===== src/rtl/gfp_rx_pkg.sv =====
package gfp_rx_pkg;
  localparam logic [15:0] HEC_POLY = 16'h1021;
  localparam int HDR_LEN_NULL = 4;
  localparam int HDR_LEN_EXT  = 8;

  // control byte bit positions
  localparam int CTL_NULL_EXT   = 7;
  localparam int CTL_KEEP_TYPE  = 6;
  localparam int CTL_SKIP_EHEC  = 5;
  localparam int CTL_SKIP_THEC  = 4;
  localparam int CTL_SKIP_TYPE  = 3;
  localparam int CTL_SKIP_SPARE = 2;
  localparam int CTL_SKIP_DP    = 1;
  localparam int CTL_SKIP_SP    = 0;

  typedef struct packed {
    logic       sof;
    logic       eof;
    logic [7:0] data;
  } pay_word_t;

  typedef enum logic [1:0] {ST_IDLE, ST_HDR, ST_PAY} rx_state_t;

  function automatic logic [15:0] hec_step(input logic [15:0] c, input logic [7:0] d);
    logic [15:0] r;
    logic        fb;
    r = c;
    for (int i = 7; i >= 0; i--) begin
      fb = r[15] ^ d[i];
      r  = {r[14:0], 1'b0} ^ (fb ? HEC_POLY : 16'h0000);
    end
    return r;
  endfunction
endpackage


===== src/rtl/gfp_rx_hec.sv =====
module gfp_rx_hec
  import gfp_rx_pkg::*;
(
  input  logic        clk,
  input  logic        rst,
  input  logic        seed,
  input  logic        step,
  input  logic [7:0]  din,
  output logic [15:0] hec_q
);
  always_ff @(posedge clk) begin
    if (rst)       hec_q <= '0;
    else if (seed) hec_q <= hec_step(16'h0000, din);
    else if (step) hec_q <= hec_step(hec_q, din);
  end
endmodule


===== src/rtl/gfp_rx_hdr_check.sv =====
module gfp_rx_hdr_check
  import gfp_rx_pkg::*;
#(
  parameter int IDX_W = $clog2(HDR_LEN_EXT)
) (
  input  logic       clk,
  input  logic       rst,
  input  logic       in_valid,
  input  logic       in_sof,
  input  logic       in_eof,
  input  logic [7:0] in_data,
  input  logic [7:0] cfg_ctrl,
  input  logic [7:0] cfg_spare,
  input  logic [7:0] cfg_upi,
  input  logic [3:0] cfg_dp,
  input  logic [3:0] cfg_sp,
  output logic       wr_en,
  output pay_word_t  wr_word,
  output logic       commit,
  output logic       rollback,
  output logic       err_inc
);
  rx_state_t        state_q;
  logic [IDX_W-1:0] idx_q, cur_idx, last_idx;
  logic [7:0]       type0_q, hold_q;
  logic             fail_q, first_q;
  logic [15:0]      hec_q;
  logic             start, hdr_byte, pay_byte, fail_now, fail_acc, decide, bad;
  logic             null_ext, keep_type;
  logic [3:0]       exi_want;

  assign null_ext  = cfg_ctrl[CTL_NULL_EXT];
  assign keep_type = cfg_ctrl[CTL_KEEP_TYPE];
  assign exi_want  = null_ext ? 4'd0 : 4'd1;
  assign last_idx  = null_ext ? IDX_W'(HDR_LEN_NULL - 1) : IDX_W'(HDR_LEN_EXT - 1);

  assign start    = in_valid && in_sof && (state_q == ST_IDLE);
  assign hdr_byte = start || (in_valid && state_q == ST_HDR);
  assign pay_byte = in_valid && (state_q == ST_PAY);
  assign cur_idx  = start ? '0 : idx_q;

  gfp_rx_hec hec_i (
    .clk  (clk),
    .rst  (rst),
    .seed (hdr_byte && (cur_idx == IDX_W'(0) || cur_idx == IDX_W'(4))),
    .step (hdr_byte && (cur_idx == IDX_W'(1) || cur_idx == IDX_W'(5))),
    .din  (in_data),
    .hec_q(hec_q)
  );

  always_comb begin
    fail_now = 1'b0;
    if (hdr_byte) begin
      case (cur_idx)
        IDX_W'(1): fail_now = !cfg_ctrl[CTL_SKIP_TYPE] &&
                              (type0_q[7:5] != 3'b000 || type0_q[3:0] != exi_want ||
                               in_data != cfg_upi);
        IDX_W'(3): fail_now = !cfg_ctrl[CTL_SKIP_THEC] && (hec_q != {hold_q, in_data});
        IDX_W'(4): fail_now = (!cfg_ctrl[CTL_SKIP_DP] && in_data[7:4] != cfg_dp) ||
                              (!cfg_ctrl[CTL_SKIP_SP] && in_data[3:0] != cfg_sp);
        IDX_W'(5): fail_now = !cfg_ctrl[CTL_SKIP_SPARE] && (in_data != cfg_spare);
        IDX_W'(7): fail_now = !cfg_ctrl[CTL_SKIP_EHEC] && (hec_q != {hold_q, in_data});
        default:   fail_now = 1'b0;
      endcase
    end
  end

  assign fail_acc = (start ? 1'b0 : fail_q) | fail_now;
  assign decide   = hdr_byte && (cur_idx == last_idx || in_eof);
  assign bad      = fail_acc || in_eof;
  assign err_inc  = decide && bad;
  assign rollback = err_inc;
  assign commit   = (decide && !bad) || pay_byte;

  assign wr_en        = (hdr_byte && keep_type && cur_idx < IDX_W'(2)) || pay_byte;
  assign wr_word.data = in_data;
  assign wr_word.sof  = hdr_byte ? (cur_idx == IDX_W'(0)) : first_q;
  assign wr_word.eof  = pay_byte && in_eof;

  always_ff @(posedge clk) begin
    if (rst) begin
      state_q <= ST_IDLE;
      idx_q   <= '0;
      type0_q <= '0;
      hold_q  <= '0;
      fail_q  <= 1'b0;
      first_q <= 1'b0;
    end else begin
      if (hdr_byte) begin
        idx_q  <= cur_idx + IDX_W'(1);
        fail_q <= fail_acc;
        if (cur_idx == IDX_W'(0)) type0_q <= in_data;
        if (cur_idx == IDX_W'(2) || cur_idx == IDX_W'(6)) hold_q <= in_data;
      end
      if (decide) begin
        state_q <= bad ? ST_IDLE : ST_PAY;
        first_q <= !keep_type;
      end else if (start) begin
        state_q <= ST_HDR;
      end
      if (pay_byte) begin
        first_q <= 1'b0;
        if (in_eof) state_q <= ST_IDLE;
      end
    end
  end

  // a frame is either accepted or dropped, never both at once
  p_one_outcome_r7: assert property (@(posedge clk) disable iff (rst) !(commit && rollback));
  // no byte enters the buffer while no frame is open
  p_idle_quiet_r7: assert property (@(posedge clk) disable iff (rst)
    (state_q == ST_IDLE && !in_sof) |-> !wr_en);
  // the end flag of client data closes the frame
  p_eof_closes_r9: assert property (@(posedge clk) disable iff (rst)
    (pay_byte && in_eof) |=> (state_q == ST_IDLE));
endmodule


===== src/rtl/gfp_rx_commit_fifo.sv =====
module gfp_rx_commit_fifo
  import gfp_rx_pkg::*;
#(
  parameter int AW = 3
) (
  input  logic      clk,
  input  logic      rst,
  input  logic      wr_en,
  input  pay_word_t wr_word,
  input  logic      commit,
  input  logic      rollback,
  output logic      rd_valid,
  output pay_word_t rd_word
);
  localparam int DEPTH = 1 << AW;
  localparam int PW    = AW + 1;

  pay_word_t     mem [DEPTH];
  logic [PW-1:0] wr_q, cmt_q, rd_q, wr_nxt;
  logic          rd_go;

  assign wr_nxt = rollback ? cmt_q : wr_q + PW'(wr_en);
  assign rd_go  = (rd_q != cmt_q);

  always_ff @(posedge clk) begin
    if (wr_en) mem[wr_q[AW-1:0]] <= wr_word;
  end

  always_ff @(posedge clk) begin
    if (rd_go) rd_word <= mem[rd_q[AW-1:0]];
  end

  always_ff @(posedge clk) begin
    if (rst) begin
      wr_q     <= '0;
      cmt_q    <= '0;
      rd_q     <= '0;
      rd_valid <= 1'b0;
    end else begin
      wr_q     <= wr_nxt;
      if (commit) cmt_q <= wr_nxt;
      rd_valid <= rd_go;
      if (rd_go) rd_q <= rd_q + PW'(1);
    end
  end

  // the buffer never holds more than its depth, so no byte is lost or reordered
  p_no_overflow_r9: assert property (@(posedge clk) disable iff (rst)
    (wr_q - rd_q) <= PW'(DEPTH));
  // released bytes never run past the accepted boundary
  p_read_behind_commit_r7: assert property (@(posedge clk) disable iff (rst)
    (cmt_q - rd_q) <= (wr_q - rd_q));
endmodule


===== src/rtl/gfp_rx_hdr_proc.sv =====
module gfp_rx_hdr_proc
  import gfp_rx_pkg::*;
#(
  parameter int ERR_W   = 16,
  parameter int FIFO_AW = 3
) (
  input  logic             clk,
  input  logic             rst,
  input  logic             in_valid,
  input  logic             in_sof,
  input  logic             in_eof,
  input  logic [7:0]       in_data,
  input  logic [7:0]       cfg_ctrl,
  input  logic [7:0]       cfg_spare,
  input  logic [7:0]       cfg_upi,
  input  logic [3:0]       cfg_dp,
  input  logic [3:0]       cfg_sp,
  output logic             out_valid,
  output logic             out_sof,
  output logic             out_eof,
  output logic [7:0]       out_data,
  output logic [ERR_W-1:0] err_count
);
  localparam logic [ERR_W-1:0] ERR_MAX = '1;

  pay_word_t wr_word, rd_word;
  logic      wr_en, commit, rollback, err_inc;

  gfp_rx_hdr_check chk_i (
    .clk(clk), .rst(rst),
    .in_valid(in_valid), .in_sof(in_sof), .in_eof(in_eof), .in_data(in_data),
    .cfg_ctrl(cfg_ctrl), .cfg_spare(cfg_spare), .cfg_upi(cfg_upi),
    .cfg_dp(cfg_dp), .cfg_sp(cfg_sp),
    .wr_en(wr_en), .wr_word(wr_word), .commit(commit),
    .rollback(rollback), .err_inc(err_inc)
  );

  gfp_rx_commit_fifo #(.AW(FIFO_AW)) buf_i (
    .clk(clk), .rst(rst),
    .wr_en(wr_en), .wr_word(wr_word), .commit(commit), .rollback(rollback),
    .rd_valid(out_valid), .rd_word(rd_word)
  );

  assign out_sof  = rd_word.sof;
  assign out_eof  = rd_word.eof;
  assign out_data = rd_word.data;

  always_ff @(posedge clk) begin
    if (rst)                               err_count <= '0;
    else if (err_inc && err_count != ERR_MAX) err_count <= err_count + ERR_W'(1);
  end

  // the counter only ever moves up by one
  p_err_step_r7: assert property (@(posedge clk) disable iff (rst)
    !$stable(err_count) |-> (err_count == $past(err_count) + ERR_W'(1)));
  // once full, the counter stays full
  p_err_sat_r10: assert property (@(posedge clk) disable iff (rst)
    (err_count == ERR_MAX) |=> (err_count == ERR_MAX));
endmodule


===== config.mk =====
export PLATFORM = sky130hd
export DESIGN_NAME = gfp_rx_hdr_proc
export DESIGN_NICKNAME = d
export VERILOG_FILES = /design/src/rtl/gfp_rx_pkg.sv /design/src/rtl/gfp_rx_hec.sv /design/src/rtl/gfp_rx_hdr_check.sv /design/src/rtl/gfp_rx_commit_fifo.sv /design/src/rtl/gfp_rx_hdr_proc.sv
export SDC_FILE = /design/constraint.sdc
export NUM_CORES = 1
export LEC_CHECK = 0
export BUFFER_PORTS_ARGS = -buffer_cell sky130_fd_sc_hd__buf_4
export CAP_MARGIN = 40
export CORE_AREA = 10 10 196 152
export DETAILED_ROUTE_END_ITERATION = 6
export DIE_AREA = 0 0 206 162
export RECOVER_POWER = 100
export REMOVE_ABC_BUFFERS = 1
export SKIP_LAST_GASP = 1
export SLEW_MARGIN = 20
export SYNTH_ARGS = -nofsm -noshare
export SYNTH_HDL_FRONTEND = slang
export SYNTH_HIERARCHICAL = 1
export SYNTH_SLANG_ARGS = --single-unit

===== constraint.sdc =====
create_clock -name clk -period 6 [get_ports clk]
set_input_delay 0.3 -clock clk [delete_from_list [all_inputs] [get_ports clk]]
set_output_delay 0.3 -clock clk [all_outputs]
set_load 0.1 [all_outputs]

==> impl_metrics.csv, run 1 <==
group,metric,value,unit
status,status,"finished, violations left",
status,violations,"capacitance limit, slew limit",
yosys,post_synth_mux_area_share,0.109,
critical_path,crit_path_required_time,6310,ps
timing,final_critical_path_setup_slack,1910,ps
grt,overflow,0,
grt,grtUsageMet1,0.156,
timing,rsz_0062_raised_after_global_routing,"no",
floorplan,core_region_area,25800,um2
route,first_iter_violations,225,
grt,global_route.usage.met2,0.164,
final_layout,antenna-diode-count,0,
yosys,synth_compound_gate_area_share,0.0833,
yosys,yosysUniqueCellTypes,75,
power_and_ir_drop,p_leak,3.00,nW
timing,timing.final.max_slew_violations,25,
critical_path,critPathMaxFanout,13,
timing,max_slew.worst_pin.slew,1630,ps
yosys,synthesis.yosys.warnings,6,
placement,port-buffer-count,71,
critical_path,maximum_single_stage_delay_on_the_critical_path,540,ps
clocking,insertion_delay,420,ps
placement,gp_routability_congestion,0.775,
clocking,cts_sinks,157,
yosys,yosysTopAreaCellShare,0.351,
grt,grt_util_all_layers,0.112,
yosys,mapped_cell_area,7690,um2
power_and_ir_drop,worst_ir_drop_vdd,0.000232,V
grt,groute.layer.met3.usage,0.0350,
yosys,synth-simple-area-share,0.128,
floorplan,placement_rows,51,
yosys,synth_edf_count,90,
yosys,post_synth_inst_count,626,
clocking,clkSlewWorstSetupHoldPaths,70,ps
yosys,synth_largest_area_cell,"edfxtp_1",
critical_path,critPathKind,"reg2reg",
clocking,clock_tree.root_cell,"clkbuf_16",
final_layout,layout.nets,738,
yosys,ys_dominant_reg_cell,"edfxtp_1",
yosys,synth_top_family_by_area,"simple AND/OR/NAND/NOR gates",
clocking,cts_hold_repair.buffers,0,
route,number_of_design_rule_violations_left_after_detail_routing,0,
route,ant_nets,0,
timing,finalCritPeriodShare,0.682,
grt,vias_in_the_first_global_route,4861,
placement,dp_cells,1008,
yosys,postSynth.asyncResetShare,0,
placement,dp.final_hpwl,12800,um
critical_path,crit_chain,"nand4bb_1 > and2_0 > ha_1 > ha_1 > mux2i_1 > nand3_1 > o22ai_1 > nor3_1 > nor2_1 > clkbuf_1 > nand2_1 > nor4bb_1 > mux2_2",
floorplan,initial_core_util,0.298,
yosys,yosysSeqAreaShare,0.526,
critical_path,cpMaxStageDelayCell,"clkbuf_1",
yosys,synth_xor_area_frac,0.0975,
grt,grt_busiest_layer,"met2",
route,routedWlPerCell,17.8,um
grt,grt_max_degree,68,
route,detailroute.via_count,4967,
hold_path,worst_hold_path_type,"in2reg",
clocking,cts.htree.levels,4,
timing,fmax,0.244,GHz
timing,final-setup-viol-count,0,
power_and_ir_drop,powerDensity,329,nW/um2
final_layout,final_cell_count_no_fill,1040,
floorplan,die_w,206,um
placement,dpl_worst_slack,2560,ps
yosys,yosys.area_share.adder,0.0163,
timing,finClkSkew,8.50,ps
clocking,clock_path_buffers,2,
route,wirelength,18500,um
final_layout,finalCoreUtilization,0.342,
critical_path,worstSetupEndpointType,"flop",
timing,report.final.hold_viol_count,0,
route,drt_first_pass_iters,5,
clocking,post_cts_resize_count,0,
grt,grt_antenna_before_repair,0,
timing,relSlewSlack,-0.0856,
yosys,syn_area_per_cell,12.3,um2
job,cap_violations,1,
critical_path,critPathMostFrequentCell,"ha_1",
clocking,cts_setup_buffers,0,
timing,setup_tns_final,0,ps
critical_path,worst_path_dominant_cell_family,"simple AND/OR/NAND/NOR gates",
timing,finalCriticalPeriod,4090,ps
grt,grt_first_pass_wirelength,28600,um
final_layout,syn_to_final_growth,14.7,%
final_layout,post_route_cells_drive_above_1_share,0.131,
clocking,tritoncts,"done",
floorplan,dieHeight,162,um
clocking,cts-buffers-inserted,17,
route,routed_via_density,4.78,
critical_path,worst_setup_path_start_kind,"flop",
yosys,synth-seq-cells,157,
floorplan,ios,72,
power_and_ir_drop,totalPowerFinal,0.00290,W
critical_path,wp_data_arrival,4400,ps
yosys,ys_top_cells_by_area,"edfxtp_1 35%, dfxtp_1 17%, xnor2_1 6.3%",
floorplan,total_die_area,33400,um2
critical_path,critical_path_buf_inv_count,1,
report_power, final:
part	switching, W	internal [W]	total, W
logic	0.000446	0.000199	0.000645
clock network	0.000473	0.000544	0.00102
registers	0.0000323	0.00121	0.00124
per-stage QoR:
stage	hold WS (ps)	cell area, um2
6_report	102	8820
2_1_floorplan	362	7420
3_5_place_dp	462	8500
5_1_grt	105	8820
3_3_place_gp	456	8440
4_1_cts	58.7	9050
final cells by class:
cell class / instances / area, um2
fillers: 2661 / 17000
flip-flops and latches: 157 / 4040
multi-input cells: 412 / 3290
repair buffers: 84 / 458
well taps: 344 / 430
clock buffers: 17 / 425
clock inverters: 15 / 128
inverters: 11 / 41.3
per-layer routing:
metal	vias up	wire length [um]	part of all wire
met5	-	0	0
met4	0	97	0.0052
met3	9	1430	0.077
met2	136	7960	0.43
met1	2388	9040	0.49
li1	2434	-	-
state kept, by name (all words and copies together) (netlist names):
signal and flops:
chk_i/idx_q 3, chk_i/first_q 1, chk_i/type0_q 7, buf_i/rd_valid 1, chk_i/state_q 2, chk_i/fail_q 1
buf_i/rd_word 10, err_count 16, chk_i/hec_i/hec_q 16, buf_i/rd_q 4, buf_i/mem 80, buf_i/cmt_q 4
chk_i/hold_q 8, buf_i/wr_q 4
cell families (layout without fill, tap and decap cells):
logic type               Yosys count  after routing
AO/OA/AOI/OAI                     93             93
XOR/XNOR                          79             79
adder cells (fa/ha/maj)           10             10
buffers and inverters             57            127
flip-flops                       157            157
multiplexers                      51             51
AND/OR/NAND/NOR                  179            179
cell usage in the layout, fill, tap and decap left out, types with 3 or more instances in the layout:
cell type	instances
inv_1	10
nor2_1	56
clkbuf_16	17
mux2_2	9
or4_1	7
mux2_1	3
nand2_1	24
a22oi_1	5
inv_6	3
ha_1	10
inv_8	5
nand3_1	20
buf_4	38
a21o_1	5
mux2i_1	19
a21oi_1	29
o21ai_0	11
edfxtp_1	90
a211oi_1	5
nor4_1	9
o21a_1	3
nand4_1	11
nor3_1	8
and2_0	3
xor2_1	19
dfxtp_1	67
xnor2_1	55
clkbuf_1	46
o31ai_1	13
and4_1	3
nand2b_1	10
or3_1	5
mux4_2	4
nor2b_1	6
clkinv_1	3
mux4_1	16
synthesized netlist by cell type, drive strengths merged (12+ instances only):
master  count
a21oi      30
buf        28
clkbuf     18
dfxtp      67
edfxtp     90
mux2       12
mux2i      19
mux4       20
nand2      25
nand3      20
nand4      12
nor2       56
o31ai      13
xnor2      56
xor2       20
worst paths after layout:
check	start	to	slack [ps]	depth (start not counted)
worst min-delay path	cfg_ctrl[6]	chk_i/first_q$_SDFFE_PP0P_	100	2
worst max-delay path	chk_i/state_q[0]$_SDFF_PP0_	err_count[11]$_SDFFE_PP0P_	1910	13
worst max register to register	chk_i/state_q[0]$_SDFF_PP0_	err_count[11]$_SDFFE_PP0P_	1910	13
worst min register to register	chk_i/hold_q[3]$_SDFFE_PP0P_	chk_i/hold_q[3]$_SDFFE_PP0P_	470	2
Note: power is estimated with default switching activity, not from simulation.
==> run 2: changes to the inputs <==
==> constraint.sdc (replaced) <==
create_clock -name clk -period 3.6 [get_ports clk]
set_input_delay 0.18 -clock clk [delete_from_list [all_inputs] [get_ports clk]]
set_output_delay 0.18 -clock clk [all_outputs]
set_load 0.1 [all_outputs]
==> impl_metrics.csv, run 2 (synthesized netlist as in run 1, its figures left out) <==
group,metric,value,unit
timing,finClkSkew,11.6,ps
final_layout,syn_to_final_growth,15.8,%
floorplan,ios,72,
placement,dpl_worst_slack,334,ps
floorplan,core_region_area,25800,um2
route,ant_nets,0,
critical_path,rr_startpoint,"chk_i/state_q[0]$_SDFF_PP0_",
timing,finalCritPeriodShare,0.914,
critical_path,crit_start,"in_data[5]",
placement,gp_routability_congestion,0.796,
hold_path,worst_hold_path.endpoint,"chk_i/state_q[0]$_SDFF_PP0_",
critical_path,critPathMaxFanout,20,
grt,grt_first_pass_wirelength,29100,um
timing,relSlewSlack,0.100,
critical_path,worst_r2r_path_depth,12,
power_and_ir_drop,p_leak,3.04,nW
route,routed_via_density,4.82,
route,routedWlPerCell,17.7,um
critical_path,r2r_end,"buf_i/cmt_q[3]$_SDFFE_PP0P_",
critical_path,cpMaxStageDelayCell,"clkbuf_1",
critical_path,critical_path_buf_inv_count,1,
route,drt_first_pass_iters,5,
timing,final-setup-viol-count,0,
power_and_ir_drop,worst_ir_drop_vdd,0.000368,V
critical_path,crit_path_required_time,3890,ps
placement,dp.final_hpwl,12600,um
clocking,clock_path_buffers,2,
critical_path,worst_setup_path_start_kind,"input port",
critical_path,critPathMostFrequentCell,"nor4_1",
hold_path,worst_hold_path_type,"in2reg",
clocking,tritoncts,"done",
grt,overflow,0,
timing,setup_tns_final,0,ps
final_layout,post_route_cells_drive_above_1_share,0.137,
critical_path,wp_data_arrival,3580,ps
grt,grt_util_all_layers,0.113,
final_layout,layout.filler_cells,2591,
timing,report.final.hold_viol_count,0,
timing,final_critical_path_setup_slack,310,ps
floorplan,initial_core_util,0.298,
clocking,clkSlewWorstSetupHoldPaths,60,ps
route,number_of_design_rule_violations_left_after_detail_routing,0,
floorplan,dieHeight,162,um
power_and_ir_drop,powerDensity,563,nW/um2
critical_path,critPathKind,"in2reg",
clocking,clock_tree.root_cell,"clkbuf_16",
grt,grt_antenna_before_repair,1,
final_layout,most-common-layout-cells,"90 x edfxtp_1, 67 x dfxtp_1, 56 x nor2_1",
clocking,cts_sinks,157,
placement,port-buffer-count,71,
final_layout,antenna-diode-count,0,
route,detailroute.via_count,5030,
floorplan,total_die_area,33400,um2
critical_path,worst_path_dominant_cell_family,"simple AND/OR/NAND/NOR gates",
hold_path,hold_depth,3,
critical_path,setup_slack_of_the_most_critical_reg_to_reg_path,410,ps
status,status,"finished, final reports clean",
critical_path,crit_chain,"clkbuf_1 > xor2_1 > nor4_1 > a211oi_1 > a211o_1 > nor4_1 > or2_0 > nor2b_1 > mux2i_1 > nor2_1",
clocking,cts.htree.levels,4,
timing,max_slew.worst_pin.slew,1350,ps
clocking,cts-buffers-inserted,17,
grt,grt_max_degree,68,
timing,fmax,0.304,GHz
critical_path,maximum_single_stage_delay_on_the_critical_path,950,ps
floorplan,die_w,206,um
clocking,insertion_delay,430,ps
job,cap_violations,0,
final_layout,layout.nets,743,
timing,finalCriticalPeriod,3290,ps
timing,timing.final.max_slew_violations,0,
grt,vias_in_the_first_global_route,4930,
route,first_iter_violations,383,
critical_path,worstSetupEndpointType,"flop",
route,wirelength,18500,um
timing,rsz_0062_raised_after_global_routing,"no",
floorplan,placement_rows,51,
final_layout,number_of_flip_flops_in_the_largest_register,80,
final_layout,final_common_cell,"edfxtp_1",
hold_path,min_from,"in_sof",
[run 2: cell types whose count changed in the layout (fill, tap and decap cells not counted), sizes merged]
| cell | delta |
|---|---|
| buf | +2 |
| clkinvlp | -2 |
| dlygate4sd3 | +1 |
| inv | +2 |
| clkinv | -4 |
| clkbuf | +3 |
| bufinv | +2 |
[run 2: repair_timing]
item                                    4_1_cts  5_1_grt
hold buffers                                  1        0
endpoints found under the hold margin         1        0
buffers inserted                              0        0
resized for setup                             0        1
endpoints found under the setup margin        0        1
[run 2: worst max path at each step]
stage,cells past startpoint,slack [ps],endpoint
3_5_place_dp,13,330,err_count[11]$_SDFFE_PP0P_
6_report,10,310,buf_i/cmt_q[3]$_SDFFE_PP0P_
2_1_floorplan,12,200,err_count[11]$_SDFFE_PP0P_
3_3_place_gp,13,450,err_count[11]$_SDFFE_PP0P_
5_1_grt,10,60,buf_i/cmt_q[3]$_SDFFE_PP0P_
4_1_cts,13,330,err_count[11]$_SDFFE_PP0P_
[run 2: cell type report]
cell class                 count  area, um2  share of cell area
clock inverter                13        169              0.0190
timing repair buffer          89        490              0.0551
multi-input combinational    412       3300               0.371
tap                          344        430              0.0483
sequential                   157       4040               0.454
inverter                      11       41.3             0.00464
clock buffer                  18        429              0.0482
[run 2: where the power goes]
| group | internal [W] | switching [W] |
|---|---|---|
| clock network | 0.00105 | 0.000808 |
| registers | 0.00202 | 0.0000648 |
| logic | 0.000334 | 0.000736 |
[run 2: routing by layer]
layer  up-vias  GRT usage  routed length [um]
met3        14     0.0346                1110
li1       2449          -                   -
met2       131      0.159                7800
met4         0     0.0298                 178
met5         -          0                   0
met1      2436      0.163                9370
[run 2: tightest hold or removal path, cell delays in order]
cell and delay (ps):
buf_4 130, a21oi_1 120, nor4_1 50
[run 2: stage by stage]
stage / utilization / cells / instance area (um2) / total power, W / hold WS [ps]
after floorplan: - / 580 / 7420 / 0.00295 / 242
after global placement: 0.330 / 1012 / 8510 / 0.00326 / 396
after detailed placement: 0.330 / 1012 / 8510 / 0.00327 / 394
after CTS: 0.354 / 1044 / 9120 / 0.00514 / 97.4
after global routing: 0.345 / 1044 / 8900 / 0.00523 / 116
final: 0.345 / 1044 / 8900 / 0.00501 / 107
==> run 3: changes to the inputs <==
--- a/config.mk
+++ b/config.mk
@@ -10,6 +10,7 @@
 export CORE_AREA = 10 10 196 152
 export DETAILED_ROUTE_END_ITERATION = 6
 export DIE_AREA = 0 0 206 162
+export PLACE_DENSITY_LB_ADDON = 0.08
 export RECOVER_POWER = 100
 export REMOVE_ABC_BUFFERS = 1
 export SKIP_LAST_GASP = 1
==> impl_metrics.csv, run 3 (synthesized netlist as in run 1, its figures left out) <==
group,metric,value,unit
status,status,"finished, violations left",
status,violations,"capacitance limit, slew limit",
final_layout,final_common_cell,"edfxtp_1",
final_layout,post_route_cells_drive_above_1_share,0.146,
floorplan,die_w,206,um
final_layout,syn_to_final_growth,15.8,%
power_and_ir_drop,p_leak,3.02,nW
timing,timing.final.max_slew_violations,45,
critical_path,crit_path_required_time,3880,ps
route,detailroute.via_count,4971,
final_layout,final_cell_count_no_fill,1048,
critical_path,worstSetupEndpointType,"flop",
final_layout,antenna-diode-count,0,
clocking,insertion_delay,420,ps
floorplan,core_region_area,25800,um2
clocking,cts-buffers-inserted,17,
job,cap_violations,2,
timing,report.final.hold_viol_count,0,
critical_path,wp_data_arrival,3560,ps
route,wirelength,19600,um
grt,grt_antenna_before_repair,0,
final_layout,layout.nets,746,
timing,relSlewSlack,-0.00606,
floorplan,dieHeight,162,um
power_and_ir_drop,totalPowerFinal,0.00487,W
timing,setup_tns_final,0,ps
power_and_ir_drop,worst_ir_drop_vdd,0.000338,V
timing,final-setup-viol-count,0,
clocking,tritoncts,"done",
timing,fmax,0.304,GHz
route,number_of_design_rule_violations_left_after_detail_routing,0,
route,drt_first_pass_iters,4,
grt,grt_max_degree,68,
floorplan,ios,72,
clocking,clkSlewWorstSetupHoldPaths,60,ps
route,routedWlPerCell,18.7,um
route,routed_via_density,4.74,
placement,placed_cell_area,8530,um2
timing,rsz_0062_raised_after_global_routing,"no",
final_layout,number_of_flip_flops_in_the_largest_register,80,
final_layout,most-common-layout-cells,"90 x edfxtp_1, 67 x dfxtp_1, 55 x xnor2_1, 55 x nor2_1, 51 x clkbuf_1",
floorplan,total_die_area,33400,um2
final_layout,layout.cell_area.non_filler,8900,um2
critical_path,worst_setup_path_start_kind,"input port",
timing,finalCritPeriodShare,0.913,
grt,vias_in_the_first_global_route,5100,
clocking,clock_path_buffers,2,
critical_path,critPathKind,"in2reg",
placement,dp_cells,1015,
timing,finClkSkew,10.1,ps
timing,max_slew.worst_pin.slew,1510,ps
power_and_ir_drop,powerDensity,547,nW/um2
placement,gp_routability_congestion,0.795,
placement,port-buffer-count,71,
grt,grt_first_pass_wirelength,30600,um
grt,overflow,0,
placement,dp.final_hpwl,13400,um
grt,grt_util_all_layers,0.120,
critical_path,critPathMaxFanout,20,
floorplan,initial_core_util,0.298,
route,first_iter_violations,226,
timing,finalCriticalPeriod,3290,ps
clocking,clock_tree.root_cell,"clkbuf_16",
floorplan,placement_rows,51,
route,ant_nets,0,
clocking,cts.htree.levels,4,
clocking,cts_sinks,157,
hold_path,worst_hold_path_type,"in2reg",
timing,finalHoldWorstSlack,115,ps
## run 3: cell types whose count changed in the layout (fill, tap and decap cells not counted), moves of 2 or more
cell / delta
bufinv_16: -2
clkinv_2: +2
inv_6: -5
mux2_2: +2
mux2_1: -2
nor4_1: -2
clkbuf_1: +2
clkinvlp_4: +6
## run 3: final cells by class
| type | count | area, um2 |
|---|---|---|
| multi-input combinational | 412 | 3330 |
| clock inverter | 13 | 109 |
| fill | 2611 | 16900 |
| clock buffer | 19 | 443 |
| timing repair buffer | 92 | 505 |
| inverter | 11 | 41.3 |
| sequential | 157 | 4040 |
| tap | 344 | 430 |
## run 3: report_power, final
group / switching [W] / internal [W] / leakage, nW / total, W
logic: 0.000759 / 0.000350 / 1.40 / 0.00111
clock network: 0.000767 / 0.000916 / 0.255 / 0.00168
registers: 0.0000618 / 0.00202 / 1.36 / 0.00208
total: 0.00159 / 0.00328 / 3.02 / 0.00487
## run 3: final timing paths
| path | from | endpoint | slack, ps | depth (start not counted) |
|---|---|---|---|---|
| worst max-delay path | in_data[5] | buf_i/cmt_q[3]$_SDFFE_PP0P_ | 310 | 11 |
| worst min register to register | chk_i/hold_q[4]$_SDFFE_PP0P_ | chk_i/hold_q[4]$_SDFFE_PP0P_ | 470 | 2 |
| worst max register to register | chk_i/state_q[1]$_SDFF_PP0_ | chk_i/hec_i/hec_q[6]$_SDFFE_PP0P_ | 330 | 9 |
| worst min-delay path | in_sof | chk_i/state_q[0]$_SDFF_PP0_ | 120 | 3 |
## run 3: per-layer routing
| layer | vias up | wire, um | global-route usage |
|---|---|---|---|
| li1 | 2441 | - | - |
| met1 | 2444 | 9510 | 0.163 |
| met2 | 72 | 9210 | 0.187 |
| met3 | 14 | 680 | 0.0266 |
| met4 | 0 | 220 | 0.0351 |
| met5 | - | 0 | 0 |
## run 3: stage by stage
step                utilization  setup slack (ps)
finish                    0.345               313
global route              0.345              12.0
CTS                       0.353               149
detailed placement        0.331               156
global placement          0.331               239
floorplan                     -               199
## run 3: timing repair
item,4_1_cts,5_1_grt
resized for setup,0,2
setup buffers,0,0
endpoints found under the hold margin,1,0
setup endpoints to repair,0,8
hold buffers,1,0
## run 3: critical path, cell delays in order
cell and delay (ps):
clkbuf_1 1060, xor2_1 150, nor4_1 490, a211oi_1 160, a211o_1 330, nor3_1 180, nor2_2 110, buf_4 200
nor2b_1 360, mux2i_1 250, nor2_1 50
